==> config.mk <==
export PLATFORM = sky130hd
export DESIGN_NAME = aluSliceArray
export DESIGN_NICKNAME = d
export VERILOG_FILES = /design/src/rtl/aluPkg.sv /design/src/rtl/aluCtrl.sv /design/src/rtl/aluSlice.sv /design/src/rtl/aluDatapath.sv /design/src/rtl/aluSliceArray.sv
export SDC_FILE = /design/constraint.sdc
export NUM_CORES = 1
export LEC_CHECK = 0
export ABC_AREA = 1
export BUFFER_PORTS_ARGS = -buffer_cell sky130_fd_sc_hd__buf_2
export CORE_UTILIZATION = 40
export DETAILED_ROUTE_END_ITERATION = 10
export MAX_ROUTING_LAYER = met4
export PLACE_DENSITY = 0.72
export SYNTH_ARGS = -nofsm -noshare
export SYNTH_HDL_FRONTEND = slang
export SYNTH_SLANG_ARGS = --single-unit
export TNS_END_PERCENT = 20
==> constraint.sdc <==
create_clock -name vclk -period 7.8
set_clock_uncertainty 0.05 [all_clocks]
set_input_delay 0 -clock vclk [all_inputs]
set_output_delay 0 -clock vclk [all_outputs]
set_load 0.01 [all_outputs]
==> src/rtl/aluPkg.sv <==
package aluPkg;
  // Enable strobes passed from the control decode to the slice datapath
  typedef struct packed {
    logic invB;     // complement B operand
    logic carryEn;  // gate carry into slices and out of the word
    logic xorEn;    // parity minterm group
    logic andEn;    // extra A & B' product
  } aluStrobes_t;
endpackage

==> src/rtl/aluCtrl.sv <==
module aluCtrl
  import aluPkg::*;
(
  input  logic        ctlInvB,
  input  logic        ctlCarryEn,
  input  logic        ctlXorEn,
  input  logic        ctlAndEn,
  output aluStrobes_t strobes
);
  always_comb begin
    strobes.invB    = ctlInvB;
    strobes.carryEn = ctlCarryEn;
    strobes.xorEn   = ctlXorEn;
    strobes.andEn   = ctlAndEn;
  end
endmodule

==> src/rtl/aluSlice.sv <==
module aluSlice
  import aluPkg::*;
(
  input  logic        a,
  input  logic        b,
  input  logic        cIn,
  input  aluStrobes_t st,
  output logic        s,
  output logic        cOut
);
  logic bEff, cGated;
  logic mOnlyC, mOnlyB, mOnlyA, mAll;
  logic parityTerm, andTerm;

  always_comb begin
    bEff   = b ^ st.invB;
    cGated = cIn & st.carryEn;
    // minterms of the three-input parity, one per odd input pattern
    mOnlyC = ~a & ~bEff &  cGated;
    mOnlyB = ~a &  bEff & ~cGated;
    mOnlyA =  a & ~bEff & ~cGated;
    mAll   =  a &  bEff &  cGated;
    parityTerm = st.xorEn & (mOnlyC | mOnlyB | mOnlyA | mAll);
    andTerm    = st.andEn & a & bEff;
    s    = parityTerm | andTerm;
    cOut = st.carryEn & ((a & bEff) | (a & cGated) | (bEff & cGated));
  end
endmodule

==> src/rtl/aluDatapath.sv <==
module aluDatapath
  import aluPkg::*;
#(
  parameter int WIDTH = 16
) (
  input  logic [WIDTH-1:0] opA,
  input  logic [WIDTH-1:0] opB,
  input  logic             carryIn,
  input  aluStrobes_t      strobes,
  output logic [WIDTH-1:0] result,
  output logic             carryOut
);
  localparam int CHAIN_LEN = WIDTH + 1;

  logic [CHAIN_LEN-1:0] carryChain;

  assign carryChain[0] = carryIn;

  for (genvar i = 0; i < WIDTH; i++) begin : g_slice
    aluSlice u_slice (
      .a    (opA[i]),
      .b    (opB[i]),
      .cIn  (carryChain[i]),
      .st   (strobes),
      .s    (result[i]),
      .cOut (carryChain[i+1])
    );
  end

  assign carryOut = carryChain[CHAIN_LEN-1];
endmodule

==> src/rtl/aluSliceArray.sv <==
module aluSliceArray
  import aluPkg::*;
#(
  parameter int WIDTH = 16
) (
  input  logic [WIDTH-1:0] opA,
  input  logic [WIDTH-1:0] opB,
  input  logic             carryIn,
  input  logic             ctlInvB,
  input  logic             ctlCarryEn,
  input  logic             ctlXorEn,
  input  logic             ctlAndEn,
  output logic [WIDTH-1:0] result,
  output logic             carryOut
);
  aluStrobes_t strobes;

  aluCtrl u_ctrl (
    .ctlInvB    (ctlInvB),
    .ctlCarryEn (ctlCarryEn),
    .ctlXorEn   (ctlXorEn),
    .ctlAndEn   (ctlAndEn),
    .strobes    (strobes)
  );

  aluDatapath #(.WIDTH(WIDTH)) u_dp (
    .opA      (opA),
    .opB      (opB),
    .carryIn  (carryIn),
    .strobes  (strobes),
    .result   (result),
    .carryOut (carryOut)
  );
endmodule

==> results_tabular.tex, run 1 <==
\begin{tabular}{lr}
\hline
Metric & Value \\
\hline
\multicolumn{2}{l}{\textbf{Global route}} \\
Wire length of the first global-routing pass & 4110 µm \\
Via count of the first global-routing pass & 989 \\
Combined global-route utilization of all metal layers & 16.0\% \\
Remaining global-route overflow & 0 \\
Pin count of the biggest net entering global routing & 19 \\
Number of antenna violations at the first check in global routing & 0 \\
\multicolumn{2}{l}{\textbf{Logic synthesis}} \\
Mean Syn Cell Area & 6.60 µm² \\
Post-Synthesis Net Count & 233 \\
Post-Synthesis Cells & 181 \\
Proportion of synthesized chip area in sequential cells & 0\% \\
Synth Cell Area & 0.00119 mm² \\
Count of cell types in the netlist & 17 \\
Number of synthesis warnings & 0 \\
\multicolumn{2}{l}{\textbf{STA}} \\
Final Max Tran Viols & 0 \\
Fmax & 0.135 GHz \\
Final-layout setup total negative slack & 0 ns \\
Post-layout minimum cycle time & 7.43 ns \\
Period Utilization, post-route & 95.3\% \\
Number of failing hold endpoints at the final stage & 0 \\
Fin Hold WS & 0.283 ns \\
Slew of the pin with the lowest slew margin & 0.433 ns \\
Setup-failing EPs final & 0 \\
Unrepaired setup endpoints after global routing & false \\
Headroom to the max-slew limit & 71.1\% \\
\multicolumn{2}{l}{\textbf{Cells and area}} \\
Count of fill cells added during filler insertion & 302 \\
Final Util & 51.9\% \\
Num sequential & 0 \\
ANT cells & 0 \\
Layout cell share with drive strength beyond 1 & 52.5\% \\
Net count, final & 271 \\
Sequential Area & 0 µm² \\
Area growth from synthesis to layout & 20.8\% \\
Most common cell after layout, fill and taps aside & sky130\_fd\_sc\_hd\_\_nand2\_1 \\
Highest-count cells in the layout ignoring fill and taps & sky130\_fd\_sc\_hd\_\_nand2\_1, sky130\_fd\_sc\_hd\_\_buf\_2, sky130\_fd\_sc\_hd\_\_or2\_1, sky130\_fd\_sc\_hd\_\_fa\_2 \\
Clk\_buf instances & 0 \\
Area taken by multi-input logic gates & 0.00101 mm² \\
\multicolumn{2}{l}{\textbf{Drt}} \\
DRT Pass-1 Iters & 4 \\
Per-cell via count in the routed design & 4.51 \\
Detailed-route via count & 1,119 \\
Post-detailed-route count of antenna-violating nets & 0 \\
DRT iter0 DRCs & 25 \\
Detailed Route WL & 2440 µm \\
Post-detailed-route DRC marker count & 0 \\
Mean routed wirelength per cell & 9.84 µm \\
\multicolumn{2}{l}{\textbf{Power and ir drop}} \\
Total Power & 0.0971 mW \\
Max VDD drop & 0.0344 mV \\
P per Cell Area & 67.3 mW/mm² \\
Leakage & 0.829 nW \\
\multicolumn{2}{l}{\textbf{Setup path}} \\
Buffer and inverter count on the worst path & 16 \\
Biggest fanout along the worst timing path & 2 \\
Critical Path Slowest Stage Cell & sky130\_fd\_sc\_hd\_\_fa\_1 \\
Delay of the slowest critical-path stage & 0.51 ns \\
Critical Path AT & 7.38 ns \\
Cell repeated most along the worst path & sky130\_fd\_sc\_hd\_\_fa\_2 \\
Crit path required time & 7.75 ns \\
Cell family with most CP delay & adder cells \\
Critical Setup Path Class & input pin to primary output \\
CP endpoint kind & primary output \\
Nature of the critical path startpoint & input pin \\
\multicolumn{2}{l}{\textbf{Placement}} \\
Routability congestion estimate & 0.752 \\
Placed wire-length estimate after detailed placement & 2010 µm \\
Port Buf Inserts & 54 \\
\multicolumn{2}{l}{\textbf{Die}} \\
Die span in x & 56.7 µm \\
Initial Util & 43.0\% \\
Height of the die & 56.7 µm \\
Number of placement rows & 19 \\
Total die area & 0.00321 mm² \\
Number of primary I/O pins & 54 \\
Total core area & 0.00278 mm² \\
\multicolumn{2}{l}{\textbf{Outcome}} \\
Status & complete, no violations \\
\multicolumn{2}{l}{\textbf{Flow run}} \\
Number of maximum-capacitance violations & 0 \\
\multicolumn{2}{l}{\textbf{Clocking}} \\
Buffer count from post-CTS setup fixing & 0 \\
Hold-fix buffers, CTS & 0 \\
\multicolumn{2}{l}{\textbf{Worst hold path}} \\
Worst min-delay path class & input pin to primary output \\
\hline
\end{tabular}
routing by layer:
| metal | global-route usage, % | wire [µm] | share of wire [%] |
|---|---|---|---|
| met5 | - | 0 | 0 |
| met4 | 1.05 | 0 | 0 |
| met1 | 21.4 | 1110 | 45 |
| met2 | 27.7 | 1170 | 48 |
| met3 | 0.922 | 157 | 6.4 |
tightest hold or removal path, cell delays in order:
cell and delay, ns:
sky130_fd_sc_hd__buf_2 0.10, sky130_fd_sc_hd__nand3_1 0.07, sky130_fd_sc_hd__nand2_1 0.05, sky130_fd_sc_hd__buf_2 0.11
cell families (layout without fill, tap and decap cells):
kind of cell    after synthesis  after routing  synth area share, %
fa+ha+maj                    15             15                 25.1
compound gates                2              2                0.837
buf+inv                      43             79                 20.6
simple gates                121            121                 53.4
Yosys cell counts (all sizes together):
master	instances	area share, %
or2	15	7.9
buf	23	14
nand2	72	23
clkbuf	2	0.73
o21ai	1	0.42
a21oi	1	0.42
inv	18	5.7
fa	15	25
and2	15	10
nand3	19	12
through the flow:
stage	std cells	setup WS, ns	area (µm²)
2_1_floorplan	181	0.351	1190
3_3_place_gp	248	0.0181	1380
3_5_place_dp	248	-0.0806	1380
4_1_cts	248	0.0153	1390
5_1_grt	248	0.00342	1440
6_report	248	0.367	1440
power breakdown:
part / internal [mW] / switching (mW)
logic: 0.0461 / 0.0511
clock network: 0 / 0
registers: 0 / 0
total: 0.0461 / 0.0511
final cells by class:
cell class / instances / area share [%]
inverters: 18 / 4.68
multi-input cells: 138 / 69.8
well taps: 31 / 2.69
repair buffers: 61 / 22.8
final timing paths:
path                endpoint  depth (start not counted)  slack, ns  startpoint
hold / removal     result[9]                          4       0.28      opA[9]
setup / recovery  result[15]                         49       0.37      opB[1]
repair_timing:
item,4_1_cts,5_1_grt
pin swaps,1,14
gates resized for setup,4,26
endpoints found under the setup margin,2,2
Note: power is estimated with default switching activity, not from simulation.
==> inputs of run 2 (changes only) <==
--- a/constraint.sdc
+++ b/constraint.sdc
@@ -4,2 +4,2 @@
 set_output_delay 0 -clock vclk [all_outputs]
-set_load 0.01 [all_outputs]
+set_load 0.1 [all_outputs]
==> run 2 against run 1 <==
Effect of this change:
- die area unchanged
- worst setup slack gained 0.010 ns
- combinational power grew 94%
- worst hold slack better by 0.083 ns
- non-clock buffer count is 1 lower
- utilization grew 1.1 points
- wire length shrank 9.6%
- critical path type unchanged
- largest cell class unchanged
- highest routed layer unchanged
==> results_tabular.tex, run 2 (synthesized netlist as in run 1, its figures left out) <==
\begin{tabular}{lr}
\hline
Metric & Value \\
\hline
\multicolumn{2}{l}{\textbf{Outcome}} \\
Status & complete, no violations \\
\multicolumn{2}{l}{\textbf{Power and ir drop}} \\
Leakage & 0.839 nW \\
Max VDD drop & 0.0810 mV \\
Clock power share & 0\% \\
Part of the power in registers & 0\% \\
Reported net switching power & 0.135 mW \\
Fraction of power spent switching nets & 72.2\% \\
Cell internal pwr & 0.0522 mW \\
P per Cell Area & 127 mW/mm² \\
Combinational share of power & 100.0\% \\
Total Power & 0.188 mW \\
\multicolumn{2}{l}{\textbf{Cells and area}} \\
Net count, final & 270 \\
ANT cells & 0 \\
Area of all placed cells without fillers & 0.00148 mm² \\
Final Util & 53.0\% \\
Final Non-Filler Cells & 247 \\
Area growth from synthesis to layout & 23.5\% \\
Highest-count cells in the layout ignoring fill and taps & sky130\_fd\_sc\_hd\_\_nand2\_1, sky130\_fd\_sc\_hd\_\_buf\_2, sky130\_fd\_sc\_hd\_\_or2\_1, sky130\_fd\_sc\_hd\_\_fa\_2 \\
Num sequential & 0 \\
Sequential Area & 0 µm² \\
Clk\_buf instances & 0 \\
Layout cell share with drive strength beyond 1 & 51.4\% \\
Most common cell after layout, fill and taps aside & sky130\_fd\_sc\_hd\_\_nand2\_1 \\
\multicolumn{2}{l}{\textbf{Setup path}} \\
CP endpoint kind & primary output \\
Cell family with most CP delay & adder cells \\
Biggest fanout along the worst timing path & 6 \\
Critical Path AT & 7.37 ns \\
Critical Setup Path Class & input pin to primary output \\
Nature of the critical path startpoint & input pin \\
Critical Path Slowest Stage Cell & sky130\_fd\_sc\_hd\_\_fa\_1 \\
Buffer and inverter count on the worst path & 16 \\
Delay of the slowest critical-path stage & 0.47 ns \\
Cell repeated most along the worst path & sky130\_fd\_sc\_hd\_\_fa\_2 \\
Crit path required time & 7.75 ns \\
\multicolumn{2}{l}{\textbf{Die}} \\
Number of placement rows & 19 \\
Die span in x & 56.7 µm \\
Total die area & 0.00321 mm² \\
Total core area & 0.00278 mm² \\
Initial Util & 43.0\% \\
Height of the die & 56.7 µm \\
Number of primary I/O pins & 54 \\
\multicolumn{2}{l}{\textbf{Drt}} \\
Post-detailed-route DRC marker count & 0 \\
Post-detailed-route count of antenna-violating nets & 0 \\
Per-cell via count in the routed design & 4.48 \\
Detailed-route via count & 1,107 \\
Detailed Route WL & 2210 µm \\
DRT iter0 DRCs & 28 \\
DRT Pass-1 Iters & 4 \\
Mean routed wirelength per cell & 8.93 µm \\
\multicolumn{2}{l}{\textbf{Clocking}} \\
Buffer count from post-CTS setup fixing & 0 \\
\multicolumn{2}{l}{\textbf{STA}} \\
Setup-failing EPs final & 0 \\
Slew of the pin with the lowest slew margin & 0.497 ns \\
Fmax & 0.135 GHz \\
Headroom to the max-slew limit & 67.1\% \\
Post-layout worst setup margin & 0.377 ns \\
Number of failing hold endpoints at the final stage & 0 \\
Final Max Tran Viols & 0 \\
Fin Hold WS & 0.366 ns \\
Post-layout minimum cycle time & 7.42 ns \\
Final-layout setup total negative slack & 0 ns \\
Unrepaired setup endpoints after global routing & true \\
Period Utilization, post-route & 95.2\% \\
\multicolumn{2}{l}{\textbf{Global route}} \\
Combined global-route utilization of all metal layers & 14.9\% \\
Pin count of the biggest net entering global routing & 24 \\
Number of antenna violations at the first check in global routing & 0 \\
Via count of the first global-routing pass & 986 \\
Wire length of the first global-routing pass & 3880 µm \\
Remaining global-route overflow & 0 \\
\multicolumn{2}{l}{\textbf{Flow run}} \\
Number of maximum-capacitance violations & 0 \\
\multicolumn{2}{l}{\textbf{Placement}} \\
DP Cell Count & 247 \\
Instance area at placement & 0.00142 mm² \\
Placed wire-length estimate after detailed placement & 1840 µm \\
Routability congestion estimate & 0.762 \\
Port Buf Inserts & 54 \\
Setup slack after placement & -0.185 ns \\
\multicolumn{2}{l}{\textbf{Worst hold path}} \\
Worst min-delay path class & input pin to primary output \\
Launch instance of the worst min-delay path & opA[15] \\
Hold Path Depth & 4 \\
Terminating pin of the worst hold path & result[15] \\
\hline
\end{tabular}
run 2: repair_timing:
action / in CTS / in global routing
hold buffers: 0 / 0
pin swaps: 5 / 8
endpoints found under the setup margin: 2 / 3
resized for setup: 6 / 22
cloned: 0 / 0
run 2: per-layer routing:
layer  wire length (µm)  up-vias  track usage (%)
li1                   -      592                -
met1               1000      484             19.4
met2               1120       31             27.4
met3                 87        0            0.230
met4                  0        0            0.348
met5                  0        -                -
run 2: area by class of cell:
class | instances | area [µm²]
Tap cell | 31 | 38.8
Timing Repair Buffer | 60 | 367
Multi-Input combinational cell | 138 | 1000
Inverter | 18 | 67.6
Fill cell | 297 | 1310
run 2: how the worst max path moves through the flow:
| stage | startpoint | to | slack [ns] | cells after the start |
|---|---|---|---|---|
| after floorplan | ctlInvB | result[15] | 0.18 | 49 |
| after global placement | ctlInvB | result[15] | -0.12 | 49 |
| after detailed placement | ctlInvB | result[15] | -0.18 | 49 |
| after CTS | ctlInvB | result[15] | 0.01 | 49 |
| after global routing | ctlInvB | result[15] | -0.01 | 49 |
| final | ctlInvB | result[15] | 0.38 | 49 |
run 2: power by group through the flow:
stage               Sequential, mW  Combinational (mW)  Clock, mW
floorplan                        0               0.160          0
finish                           0               0.188          0
global placement                 0               0.181          0
detailed placement               0               0.184          0
global route                     0               0.202          0
CTS                              0               0.185          0
==> inputs of run 3 (changes only) <==
- PLACE_DENSITY: 0.72 -> 0.7
- clock period: 7.8 -> 7 ns (I/O delays scaled with it)
==> run 3 against run 2 <==
Effect of this change:
- the run now ends with negative setup slack left
- critical path depth unchanged
- sequential cell count unchanged
- die area stayed put
- wire length rose by 4.0%
- worst setup slack got worse by 0.74 ns
- final area rose by 3.4%
- non-clock buffer count is 1 higher
- utilization rose by 1.8 points
- total power rose by 15%
- first-iteration DRC count up 11%
- global-route usage decreased by 0.28 points
- sequential share of layout area unchanged
==> results_tabular.tex, run 3 (synthesized netlist as in run 1, its figures left out) <==
\begin{tabular}{lr}
\hline
Metric & Value \\
\hline
\multicolumn{2}{l}{\textbf{Clocking}} \\
Buffer count from post-CTS setup fixing & 0 \\
Hold-fix buffers, CTS & 0 \\
\multicolumn{2}{l}{\textbf{Cells and area}} \\
Count of fill cells added during filler insertion & 281 \\
Net count, final & 271 \\
Num sequential & 0 \\
ANT cells & 0 \\
Highest-count cells in the layout ignoring fill and taps & sky130\_fd\_sc\_hd\_\_nand2\_1, sky130\_fd\_sc\_hd\_\_buf\_2, sky130\_fd\_sc\_hd\_\_or2\_1, sky130\_fd\_sc\_hd\_\_fa\_2, sky130\_fd\_sc\_hd\_\_nand2\_2 \\
Sequential Area & 0 µm² \\
Clk\_buf instances & 0 \\
Area growth from synthesis to layout & 27.6\% \\
Most common cell after layout, fill and taps aside & sky130\_fd\_sc\_hd\_\_nand2\_1 \\
Final Util & 54.8\% \\
Final Non-Filler Cells & 248 \\
Layout cell share with drive strength beyond 1 & 57.1\% \\
\multicolumn{2}{l}{\textbf{Drt}} \\
Per-cell via count in the routed design & 4.46 \\
DRT Pass-1 Iters & 3 \\
Post-detailed-route count of antenna-violating nets & 0 \\
Mean routed wirelength per cell & 9.25 µm \\
Detailed Route WL & 2300 µm \\
Post-detailed-route DRC marker count & 0 \\
Detailed-route via count & 1,105 \\
DRT iter0 DRCs & 31 \\
\multicolumn{2}{l}{\textbf{Setup path}} \\
Crit path required time & 6.95 ns \\
Cell repeated most along the worst path & sky130\_fd\_sc\_hd\_\_fa\_2 \\
Critical Path AT & 7.31 ns \\
Critical Path Slowest Stage Cell & sky130\_fd\_sc\_hd\_\_fa\_2 \\
Delay of the slowest critical-path stage & 0.56 ns \\
Critical Setup Path Class & input pin to primary output \\
Biggest fanout along the worst timing path & 10 \\
Nature of the critical path startpoint & input pin \\
CP endpoint kind & primary output \\
\multicolumn{2}{l}{\textbf{Power and ir drop}} \\
Total Power & 0.216 mW \\
Max VDD drop & 0.0968 mV \\
P per Cell Area & 141 mW/mm² \\
Leakage & 0.833 nW \\
\multicolumn{2}{l}{\textbf{Die}} \\
Number of primary I/O pins & 54 \\
Total core area & 0.00278 mm² \\
Total die area & 0.00321 mm² \\
Initial Util & 43.0\% \\
Height of the die & 56.7 µm \\
Number of placement rows & 19 \\
Die span in x & 56.7 µm \\
\multicolumn{2}{l}{\textbf{Outcome}} \\
Violated checks & negative setup slack \\
Status & finished with violations \\
\multicolumn{2}{l}{\textbf{STA}} \\
Unrepaired setup endpoints after global routing & true \\
Number of failing hold endpoints at the final stage & 0 \\
Post-layout worst setup margin & -0.365 ns \\
Headroom to the max-slew limit & 67.9\% \\
Slew of the pin with the lowest slew margin & 0.485 ns \\
Fmax & 0.136 GHz \\
Period Utilization, post-route & 105\% \\
Final Max Tran Viols & 0 \\
Post-layout minimum cycle time & 7.36 ns \\
Fin Hold WS & 0.365 ns \\
Setup-failing EPs final & 2 \\
\multicolumn{2}{l}{\textbf{Global route}} \\
Remaining global-route overflow & 0 \\
Number of antenna violations at the first check in global routing & 0 \\
Via count of the first global-routing pass & 909 \\
Combined global-route utilization of all metal layers & 14.6\% \\
Wire length of the first global-routing pass & 3840 µm \\
Pin count of the biggest net entering global routing & 20 \\
\multicolumn{2}{l}{\textbf{Placement}} \\
Placed wire-length estimate after detailed placement & 1880 µm \\
DP Cell Count & 248 \\
Setup slack after placement & -0.463 ns \\
Port Buf Inserts & 54 \\
Routability congestion estimate & 0.742 \\
\multicolumn{2}{l}{\textbf{Flow run}} \\
Number of maximum-capacitance violations & 0 \\
\multicolumn{2}{l}{\textbf{Worst hold path}} \\
Worst min-delay path class & input pin to primary output \\
\hline
\end{tabular}
## run 3: cell types whose count changed in the layout (fill, tap and decap cells not counted), sizes merged
cell	change
buf	+1
inv	-1
clkinvlp	+1
## run 3: worst paths after layout
check / startpoint / to / slack [ns] / cells past startpoint
worst max-delay path: ctlInvB / result[15] / -0.36 / 49
worst min-delay path: opA[15] / result[15] / 0.37 / 4
## run 3: repair_timing
action                                  in CTS  in global routing
pin swaps                                    1                  1
endpoints found under the setup margin       3                  3
resized for setup                            8                 15
cloned                                       0                  0
## run 3: cell type report
class                      count  area [µm²]  share of cell area, %
timing repair buffer          61         395                   25.9
multi-input combinational    138        1020                   66.9
inverter                      18        71.3                   4.68
tap                           31        38.8                   2.54
## run 3: layer usage
metal | routed length (µm) | GRT usage (%) | part of all wire (%) | vias to the layer above
met1 | 1050 | 19.8 | 46 | 481
met3 | 106 | 0.230 | 4.6 | 0
met2 | 1140 | 26.1 | 50 | 29
met4 | 0 | 0 | 0 | 0
li1 | - | - | - | 595
met5 | 0 | - | 0 | -
## run 3: power breakdown
group | internal, mW | switching (mW)
Sequential | 0 | 0
Combinational | 0.0625 | 0.153
Clock | 0 | 0
Total | 0.0625 | 0.153
## run 3: per-stage QoR
step,TNS [ns],instance area (µm²)
after global routing,-1.50,1530
final,-0.569,1530
after floorplan,-0.167,1250
after CTS,-0.634,1500
after global placement,-0.767,1480
after detailed placement,-0.870,1480
## run 3: critical path: cells and delay by family
kind,cells,cell delay (ns)
simple gates,18,1.40
fa+ha+maj,15,5.05
buf+inv,16,0.89
